===== src/rtl/wpc_pkg.sv =====
package wpc_pkg;
  localparam int BIT_WPEN = 7;
  localparam int BIT_BP1  = 3;
  localparam int BIT_BP0  = 2;
  localparam int BIT_WEL  = 1;
  localparam int BIT_BUSY = 0;

  typedef enum logic [1:0] {
    PROT_NONE = 2'b00,
    PROT_QTR  = 2'b01,
    PROT_HALF = 2'b10,
    PROT_ALL  = 2'b11
  } prot_e;

  function automatic logic [7:0] pack_status(logic wpen, prot_e bp, logic wel, logic busy);
    return {wpen, 3'b000, bp, wel, busy};
  endfunction
endpackage


===== src/rtl/wpc_prot_map.sv =====
module wpc_prot_map
  import wpc_pkg::*;
#(
  parameter int ADDR_W = 10
) (
  input  prot_e             mode,
  input  logic [ADDR_W-1:0] addr,
  output logic              hit
);
  localparam longint DEPTH = 64'(1) << ADDR_W;
  localparam logic [ADDR_W-1:0] QTR_BASE  = ADDR_W'(DEPTH - DEPTH / 4);
  localparam logic [ADDR_W-1:0] HALF_BASE = ADDR_W'(DEPTH / 2);

  always_comb begin
    case (mode)
      PROT_NONE: hit = 1'b0;
      PROT_QTR:  hit = (addr >= QTR_BASE);
      PROT_HALF: hit = (addr >= HALF_BASE);
      default:   hit = 1'b1;
    endcase
  end
endmodule


===== src/rtl/wpc_cycle_timer.sv =====
module wpc_cycle_timer #(
  parameter int CYCLES = 8
) (
  input  logic clk,
  input  logic rst,
  input  logic start,
  output logic busy,
  output logic done
);
  localparam int CW = (CYCLES > 1) ? $clog2(CYCLES) : 1;
  localparam logic [CW-1:0] LAST = CW'(CYCLES - 1);

  logic [CW-1:0] cnt;

  always_ff @(posedge clk) begin
    if (rst) begin
      busy <= 1'b0;
      cnt  <= '0;
    end else if (start) begin
      busy <= 1'b1;
      cnt  <= '0;
    end else if (busy) begin
      if (cnt == LAST) busy <= 1'b0;
      cnt <= cnt + 1'b1;
    end
  end

  assign done = busy && (cnt == LAST);
endmodule


===== src/rtl/wpc_status_core.sv =====
module wpc_status_core
  import wpc_pkg::*;
#(
  parameter logic [7:0] INIT_NV = 8'h00
) (
  input  logic       clk,
  input  logic       rst,
  input  logic       cs_n,
  input  logic       wp_n,
  input  logic       set_wel,
  input  logic       clr_wel,
  input  logic       sr_take,
  input  logic [7:0] sr_din,
  input  logic       mem_take,
  input  logic       busy,
  input  logic       done,
  output logic       wel,
  output logic       wpen,
  output prot_e      bp,
  output logic       start
);
  logic  cs_q;
  logic  sr_pend;
  logic  mem_pend;
  logic  commit;
  logic  hold_wpen;
  prot_e hold_bp;
  logic  wpen_q = INIT_NV[BIT_WPEN];
  prot_e bp_q   = prot_e'(INIT_NV[BIT_BP1:BIT_BP0]);

  assign start = !cs_q && cs_n && !busy && (sr_pend || mem_pend);
  assign wpen  = wpen_q;
  assign bp    = bp_q;

  // latch and transfer tracking
  always_ff @(posedge clk) begin
    if (rst) begin
      wel      <= 1'b0;
      cs_q     <= 1'b1;
      sr_pend  <= 1'b0;
      mem_pend <= 1'b0;
      commit   <= 1'b0;
    end else begin
      cs_q <= cs_n;
      if (done) begin
        wel    <= 1'b0;
        commit <= 1'b0;
      end else if (!busy) begin
        if (clr_wel)      wel <= 1'b0;
        else if (set_wel) wel <= 1'b1;
      end
      if (start) begin
        commit   <= sr_pend;
        sr_pend  <= 1'b0;
        mem_pend <= 1'b0;
      end else begin
        if (sr_pend && !cs_n && wpen_q && !wp_n) sr_pend <= 1'b0;
        if (sr_take)  sr_pend  <= 1'b1;
        if (mem_take) mem_pend <= 1'b1;
      end
    end
  end

  // captured status data, no reset needed
  always_ff @(posedge clk) begin
    if (sr_take) begin
      hold_wpen <= sr_din[BIT_WPEN];
      hold_bp   <= prot_e'(sr_din[BIT_BP1:BIT_BP0]);
    end
  end

  // non-volatile bits: untouched by reset
  always_ff @(posedge clk) begin
    if (!rst && done && commit) begin
      wpen_q <= hold_wpen;
      bp_q   <= hold_bp;
    end
  end
endmodule


===== src/rtl/eeprom_wp_ctrl.sv =====
module eeprom_wp_ctrl
  import wpc_pkg::*;
#(
  parameter int         ADDR_W       = 10,
  parameter int         WRITE_CYCLES = 8,
  parameter logic [7:0] INIT_NV      = 8'h00
) (
  input  logic              clk,
  input  logic              rst,
  input  logic              cs_n,
  input  logic              wp_n,
  input  logic              wren_cmd,
  input  logic              wrdi_cmd,
  input  logic              sr_wr_req,
  input  logic [7:0]        sr_wr_data,
  input  logic              mem_wr_req,
  input  logic [ADDR_W-1:0] mem_wr_addr,
  output logic [7:0]        status_byte,
  output logic              mem_wr_grant,
  output logic              mem_wr_deny,
  output logic              sr_wr_grant,
  output logic              sr_wr_deny
);
  logic  busy, done, start, wel, wpen, hit;
  prot_e bp;
  logic  mem_ok, sr_ok;

  wpc_prot_map #(.ADDR_W(ADDR_W)) u_map (
    .mode(bp), .addr(mem_wr_addr), .hit(hit)
  );

  wpc_cycle_timer #(.CYCLES(WRITE_CYCLES)) u_timer (
    .clk(clk), .rst(rst), .start(start), .busy(busy), .done(done)
  );

  assign mem_ok = !busy && wel && !hit;
  assign sr_ok  = !busy && wel && !(wpen && !wp_n);

  wpc_status_core #(.INIT_NV(INIT_NV)) u_core (
    .clk(clk), .rst(rst), .cs_n(cs_n), .wp_n(wp_n),
    .set_wel(wren_cmd), .clr_wel(wrdi_cmd),
    .sr_take(sr_wr_req && sr_ok), .sr_din(sr_wr_data),
    .mem_take(mem_wr_req && mem_ok),
    .busy(busy), .done(done),
    .wel(wel), .wpen(wpen), .bp(bp), .start(start)
  );

  always_ff @(posedge clk) begin
    if (rst) begin
      mem_wr_grant <= 1'b0;
      mem_wr_deny  <= 1'b0;
      sr_wr_grant  <= 1'b0;
      sr_wr_deny   <= 1'b0;
    end else begin
      mem_wr_grant <= mem_wr_req && mem_ok;
      mem_wr_deny  <= mem_wr_req && !mem_ok;
      sr_wr_grant  <= sr_wr_req && sr_ok;
      sr_wr_deny   <= sr_wr_req && !sr_ok;
    end
  end

  assign status_byte = pack_status(wpen, bp, wel, busy);
endmodule


===== config.mk =====
export PLATFORM = sky130hd
export DESIGN_NAME = eeprom_wp_ctrl
export DESIGN_NICKNAME = d
export VERILOG_FILES = /design/src/rtl/wpc_pkg.sv /design/src/rtl/wpc_prot_map.sv /design/src/rtl/wpc_cycle_timer.sv /design/src/rtl/wpc_status_core.sv /design/src/rtl/eeprom_wp_ctrl.sv
export SDC_FILE = /design/constraint.sdc
export NUM_CORES = 1
export LEC_CHECK = 0
export BUFFER_PORTS_ARGS = -buffer_cell sky130_fd_sc_hd__buf_4
export CORE_MARGIN = 2
export CORE_UTILIZATION = 42
export CTS_BUF_LIST = sky130_fd_sc_hd__clkbuf_8
export CTS_CLUSTER_DIAMETER = 100
export DETAILED_ROUTE_END_ITERATION = 7
export PLACE_DENSITY = 0.74
export RECOVER_POWER = 100
export SLEW_MARGIN = 40
export SYNTH_ARGS = -nofsm -noshare
export SYNTH_HDL_FRONTEND = slang
export SYNTH_SLANG_ARGS = --single-unit

===== constraint.sdc =====
create_clock -name clk -period 3.2 [get_ports clk]
set_clock_uncertainty 0.2 [all_clocks]
set_input_delay 0.32 -clock clk [delete_from_list [all_inputs] [get_ports clk]]
set_output_delay 0.32 -clock clk [all_outputs]
set_load 0.01 [all_outputs]

### Word level (Yosys, flattened, before mapping)

Index checks and enable logic that the tools add are counted.

* word-level logic and storage cells: 66
* bits in registers: 19
* input bits: 26
* output and inout bits: 12

* multiplexer cells: 10
* bitwise logic cells: 1
* reductions and logical operators: 34
* add/subtract/negate cells: 1
* equal/unequal tests: 3
* order comparisons: 2

Operators by type and width (number)
* $ge 10x10->1 const B: 2
* $logic_and 1x1->1: 17
* $logic_not 1->1: 9
* $mux 1: 9
* $reduce_bool 2->1: 3
* $reduce_or 2->1: 2
* $add 3x1->3 const B: 1
* $eq 3x3->1 const B: 1
* $pmux 1 s3: 1
* $eq 2x1->1 const B: 1
* $eq 2x2->1 const B: 1
* $logic_not 2->1: 1
* $reduce_and 2->1: 1
* $logic_or 1x1->1: 1
* $not 1->1: 1

### Logic depth before layout (Yosys ltp)

* depth after elaboration: 6
* depth in mapped cells: 4
* mapped depth without buffers: 4

### Cells and area by module

From an unflattened synthesis, not the netlist that was laid out.

* cells, all modules: 67
* area total of the unflattened synthesis: 763.2 um^2

Modules (own cells, without submodules)
* wpc_status_core: sequential area each 280.3 um^2, cells each 26, area each 374.1 um^2, instances 1
* eeprom_wp_ctrl: sequential area each 80.1 um^2, cells each 22, area each 198.9 um^2, instances 1
* wpc_cycle_timer: sequential area each 80.1 um^2, cells each 16, area each 176.4 um^2, instances 1
* wpc_prot_map: sequential area each 0.0 um^2, cells each 3, area each 13.8 um^2, instances 1

### Worst setup path before layout

Ideal clock, no wire load.

* path kind: flip-flop to flip-flop
* start point: reg u_timer.cnt[0]
* end point: reg u_core.bp_q[0] (netlist: u_core.bp[0]) (enable)
* setup time: 0.305 ns
* period minus slack after synthesis: 1.410 ns
* stages on the path, launching flop included: 4
* path slack: 1.790 ns
* data arrival time: 0.905 ns
* buffers on the path: 0
* required time: 2.695 ns
* cells stage by stage: dfxtp_1 -> ha_1 -> ha_1 -> and4b_1

* cells in the longest elaborated chain, start to end: 4

RTL lines
* from (decl): RTL line wpc_cycle_timer.sv:13 `logic [CW-1:0] cnt;`
* from (signal assigned): RTL line wpc_cycle_timer.sv:24 `cnt <= cnt + 1'b1;`
* $eq 3x3->1: RTL line wpc_cycle_timer.sv:28 `assign done = busy && (cnt == LAST);`
* $logic_and 1x1->1: RTL line wpc_cycle_timer.sv:28
* $logic_and 1x1->1 (2 in a row): RTL line wpc_status_core.sv:74 `if (!rst && done && commit) begin`
* to (signal assigned): RTL line wpc_status_core.sv:76 `bp_q <= hold_bp;`
* to (decl): RTL line wpc_status_core.sv:29 `prot_e bp_q = prot_e'(INIT_NV[BIT_BP1:BIT_BP0]);`

Every way passes these cells.
A chain may end at the register's enable or synchronous reset.

### Worst setup path after layout

* start point: reg u_timer.busy
* end point: reg u_core.mem_pend

* cells in the longest elaborated chain, start to end: 4
* elaborated cells on any way between the ends: 7
* classes of those cells: reduce/logical: 7

RTL lines
* from (decl): RTL line wpc_cycle_timer.sv:7 `output logic busy,`
* from (signal assigned): RTL line wpc_cycle_timer.sv:17 `busy <= 1'b0;`
* from (signal assigned): RTL line wpc_cycle_timer.sv:20 `busy <= 1'b1;`
* from (signal assigned): RTL line wpc_cycle_timer.sv:23 `if (cnt == LAST) busy <= 1'b0;`
* $logic_not 1->1 (*): RTL line wpc_status_core.sv:31, eeprom_wp_ctrl.sv:36
* $logic_and 1x1->1 (on tied branches) (2 in a row): RTL line wpc_status_core.sv:31, eeprom_wp_ctrl.sv:36
* $reduce_or 2->1 (no source line) / $logic_and 1x1->1 (equally long branches)
* to (signal assigned): RTL line wpc_status_core.sv:41 `mem_pend <= 1'b0;`
* to (signal assigned): RTL line wpc_status_core.sv:55 `mem_pend <= 1'b0;`
* to (signal assigned): RTL line wpc_status_core.sv:59 `if (mem_take) mem_pend <= 1'b1;`
* to (decl): RTL line wpc_status_core.sv:24 `logic mem_pend;`

Every way passes the cells marked *; elsewhere a longest branch is shown, timed or not.

==> metrics.log <==
[metrics] horizontal extent of the die: between 40 and 50 um
[metrics] number of antenna violations at the first check in global routing: 0
[metrics] busiest metal layer after global routing: met2
[metrics] top area cells in the synthesized netlist: sky130_fd_sc_hd__dfxtp_1, sky130_fd_sc_hd__edfxtp_1, sky130_fd_sc_hd__buf_4
[metrics] met3 track demand over resource: 0.0615
[metrics] buffers inserted by post-CTS timing repair: 0
[metrics] CTS H-tree depth: 1
[metrics] full die area: 2230 sq um
[metrics] flop and latch count out of synthesis: 19
[metrics] longest individual stage delay on the worst path: 480 ps
[metrics] most used flip-flop cell after synthesis: sky130_fd_sc_hd__dfxtp_1
[metrics] final sum of negative setup slack: 0 ps
[metrics] Post-DRT Antenna Nets: 0
[metrics] largest fanout of any net on the critical path: 12
[metrics] maximum number of pins on one net before global-route repair: 13
[metrics] hold crit path type: in2reg
[metrics] count of TritonRoute iterations in the first routing pass: 4
[metrics] fraction of synthesis flops using an asynchronous set or reset pin: 0
[metrics] Max Cap Viol: 0
[metrics] count of yosys warnings during synthesis: 0
[metrics] peak clock frequency supported by timing: 0.591 GHz
[metrics] clk buf depth: 2
[metrics] Hold Violations, Final: 0
[metrics] hold-critical path endpoint: u_core.hold_wpen$_DFFE_PP_
[metrics] mean post-synth cell area: 11.6 sq um
[metrics] number of remaining DRC errors: 0
[metrics] fin worst setup slack: 1510 ps
[metrics] portion of the post-synthesis area used by sequential elements: 0.561
[metrics] Placement Rows: 15
[metrics] root buffer selected by CTS: sky130_fd_sc_hd__clkbuf_8
[metrics] Initial Utilization: 0.450
[metrics] final design instance area without fill: ~930 sq um
[metrics] Diodes inserted: 0
[metrics] overall overflow remaining after global route: 0
[metrics] final-report max-slew violation count: 0
[metrics] Post-DP Area: 932 sq um
[metrics] wire length of the first global-routing pass: 1750 um
[metrics] WHS Path Cells: 1
[metrics] Critical Path Sink Type: flop
[metrics] average detailed-routed wire length per instance: roughly 11 um
[metrics] R2R Setup Slk: ~1500 ps
[metrics] Post-Route WL: 1200 um
[metrics] final critical path time including I/O delays and setup: 1690 ps
[metrics] launch instance of the worst register-to-register path: u_timer.busy$_SDFF_PP0_
[metrics] overall die height: 47.3 um
[metrics] clock latency reported for the late side of the worst-skew pair: 260 ps
[metrics] distinct cell type count of the synthesized netlist: 28
[metrics] fraction of layout instances using a drive strength above 1: 0.205
[metrics] clk sink count: 19
[metrics] met2 track utilization from global routing: 0.197
[metrics] Reg2Reg Capture Point: u_core.mem_pend$_SDFFE_PP0P_
[metrics] I/O Buffers: 21
[metrics] RSZ-0062 raised after global routing: false
[metrics] M1 GR Usage: 0.116
[metrics] Worst Hold Launch: sr_wr_data[7]
[metrics] quantity of gates resized following cts: 0
[metrics] ports placed on the boundary: 38
[metrics] final setup violation count: 0
[metrics] critical path class: reg2reg
[metrics] share of the cycle needed by the critical path after routing: 0.529
[metrics] total power per unit cell area: 491 nW/um^2
[metrics] status: complete, no violations
[metrics] Post-synth top cells: sky130_fd_sc_hd__dfxtp_1, sky130_fd_sc_hd__nor2_1, sky130_fd_sc_hd__buf_4, sky130_fd_sc_hd__edfxtp_1, sky130_fd_sc_hd__nand3_1
[metrics] pre-CTS setup slack: 1690 ps
[metrics] overall routing resource usage: 0.115
[metrics] Max stage delay cell, worst path: sky130_fd_sc_hd__or3b_1
[metrics] DRC violation total after the first TritonRoute iteration: 7
[metrics] depth of the worst register-to-register path: 3
[metrics] via count: 520
[metrics] required time of the worst setup path: 3130 ps
[metrics] CTS tree: done
[metrics] Max VDD drop: 0.379 mV
[metrics] worst path arrival time: around 1600 ps
[metrics] number of buffers inserted for hold repair after clock tree synthesis: 0
[metrics] Bufs and invs on worst path: 0
[metrics] Leakage: around 0.00037 uW
[metrics] clock slew seen by the registers of the worst setup and hold paths: ~70 ps
[metrics] cell taking the most area after synthesis: sky130_fd_sc_hd__dfxtp_1
[metrics] per-cell via count in the routed design: 4.60
[metrics] area added between synthesis and finish: 18.0%
[metrics] proportion of netlist area held by the largest area contributor: 0.331
[metrics] most repeated cell in the gate-level netlist after synthesis: sky130_fd_sc_hd__dfxtp_1
[metrics] synthesized instance count: 68
[metrics] weighted congestion at the end of routability-driven global placement: 0.722
[metrics] Num CTS Buffers: 3
[metrics] area of the placeable core: around 1700 sq um
[metrics] Nets: 117
[metrics] vias in the first global route: 450
[metrics] Post-Synthesis Cell Area: 786 sq um
[metrics] crit path launch type: flop
[metrics] cells along the critical path: or3b_1 > o21bai_1 > nor2_1
[metrics] number of flops mapped to enable cells by yosys: 6
[metrics] Largest delay share family, worst path: simple AND/OR/NAND/NOR gates
-- area by class of cell --
cell class,count,area [sq um]
Clock buffer,3,41.3
Clock inverter,1,7.51
Fill cell,179,818
Inverter,2,7.51
Multi-Input combinational cell,42,279
Sequential cell,19,440
Tap cell,25,31.3
Timing Repair Buffer,21,120
-- logic make-up after synthesis --
kind of cell,synth area share
multiplexers,0.0255
other,0.00477
AO/OA/AOI/OAI,0.115
adder cells (fa/ha/maj),0.0318
AND/OR/NAND/NOR,0.178
XOR/XNOR,0.0111
flip-flops,0.561
buffers and inverters,0.0732
-- metrics by stage --
stage | total power [uW] | util | std cells | hold slack (ps)
final | 455 | 0.531 | 113 | 54.9
after global routing | 475 | 0.531 | 113 | 44.2
after CTS | 468 | 0.562 | 113 | 26.1
after global placement | 297 | 0.534 | 109 | 202
after floorplan | 282 | - | 70 | 192
after detailed placement | 297 | 0.534 | 109 | 207
-- how the worst max path moves through the flow --
stage	start	endpoint	slack (ps)	cells after the start
after floorplan	u_timer.cnt[0]$_SDFFE_PP0P_	u_core.bp[0]$_DFFE_PP_	1790	3
after global placement	u_timer.cnt[0]$_SDFFE_PP0P_	u_core.bp[1]$_DFFE_PP_	1690	3
after detailed placement	u_timer.cnt[0]$_SDFFE_PP0P_	u_core.wpen$_DFFE_PP_	1690	3
after CTS	u_timer.busy$_SDFF_PP0_	status_byte[0]	1600	1
after global routing	u_timer.busy$_SDFF_PP0_	u_core.mem_pend$_SDFFE_PP0P_	1400	3
final	u_timer.busy$_SDFF_PP0_	u_core.mem_pend$_SDFFE_PP0P_	1510	3
-- state kept, by name (all words and copies together), names as in the netlist --
register,count
u_core.mem_pend,1
u_core.cs_q,1
u_core.wel,1
u_core.bp,2
u_core.hold_wpen,1
sr_wr_deny,1
mem_wr_deny,1
u_timer.busy,1
u_timer.cnt,3
u_core.wpen,1
mem_wr_grant,1
sr_wr_grant,1
u_core.sr_pend,1
u_core.hold_bp,2
u_core.commit,1
-- per-layer routing --
metal  up-vias  share of wire  wire [um]
met2        13           0.48        577
li1        266              -          -
met3         2          0.064         77
met4         0         0.0033          4
met1       239           0.45        545
met5         -              0          0
-- cell usage in the layout (no fill, tap or decap) --
master                        n
sky130_fd_sc_hd__o21bai_1     1
sky130_fd_sc_hd__or2_2        1
sky130_fd_sc_hd__dfxtp_1     13
sky130_fd_sc_hd__and2b_1      1
sky130_fd_sc_hd__and4b_1      1
sky130_fd_sc_hd__nor2b_1      1
sky130_fd_sc_hd__conb_1       3
sky130_fd_sc_hd__edfxtp_1     6
sky130_fd_sc_hd__ha_1         2
sky130_fd_sc_hd__o32a_1       1
sky130_fd_sc_hd__nand3_1      4
sky130_fd_sc_hd__nand2b_1     3
sky130_fd_sc_hd__o21ai_0      3
sky130_fd_sc_hd__inv_1        2
sky130_fd_sc_hd__o22ai_2      1
sky130_fd_sc_hd__a31oi_1      1
sky130_fd_sc_hd__a21oi_1      2
sky130_fd_sc_hd__a221oi_1     1
sky130_fd_sc_hd__or3b_1       1
sky130_fd_sc_hd__xnor2_1      1
sky130_fd_sc_hd__clkbuf_4     3
sky130_fd_sc_hd__nor2_8       1
sky130_fd_sc_hd__buf_4        8
sky130_fd_sc_hd__mux2i_1      2
sky130_fd_sc_hd__a41oi_1      1
sky130_fd_sc_hd__clkbuf_8     3
sky130_fd_sc_hd__clkinvlp_4   1
sky130_fd_sc_hd__nand2_1      1
sky130_fd_sc_hd__nor2_1       9
sky130_fd_sc_hd__clkbuf_1    10
-- report_power, final --
part	internal, uW	switching [uW]	total [uW]
clock network	87.7	81.2	169
logic	16.4	14.0	30.4
registers	253	3.17	256
total	357	98.4	455
(Power assumes the default switching activity.)
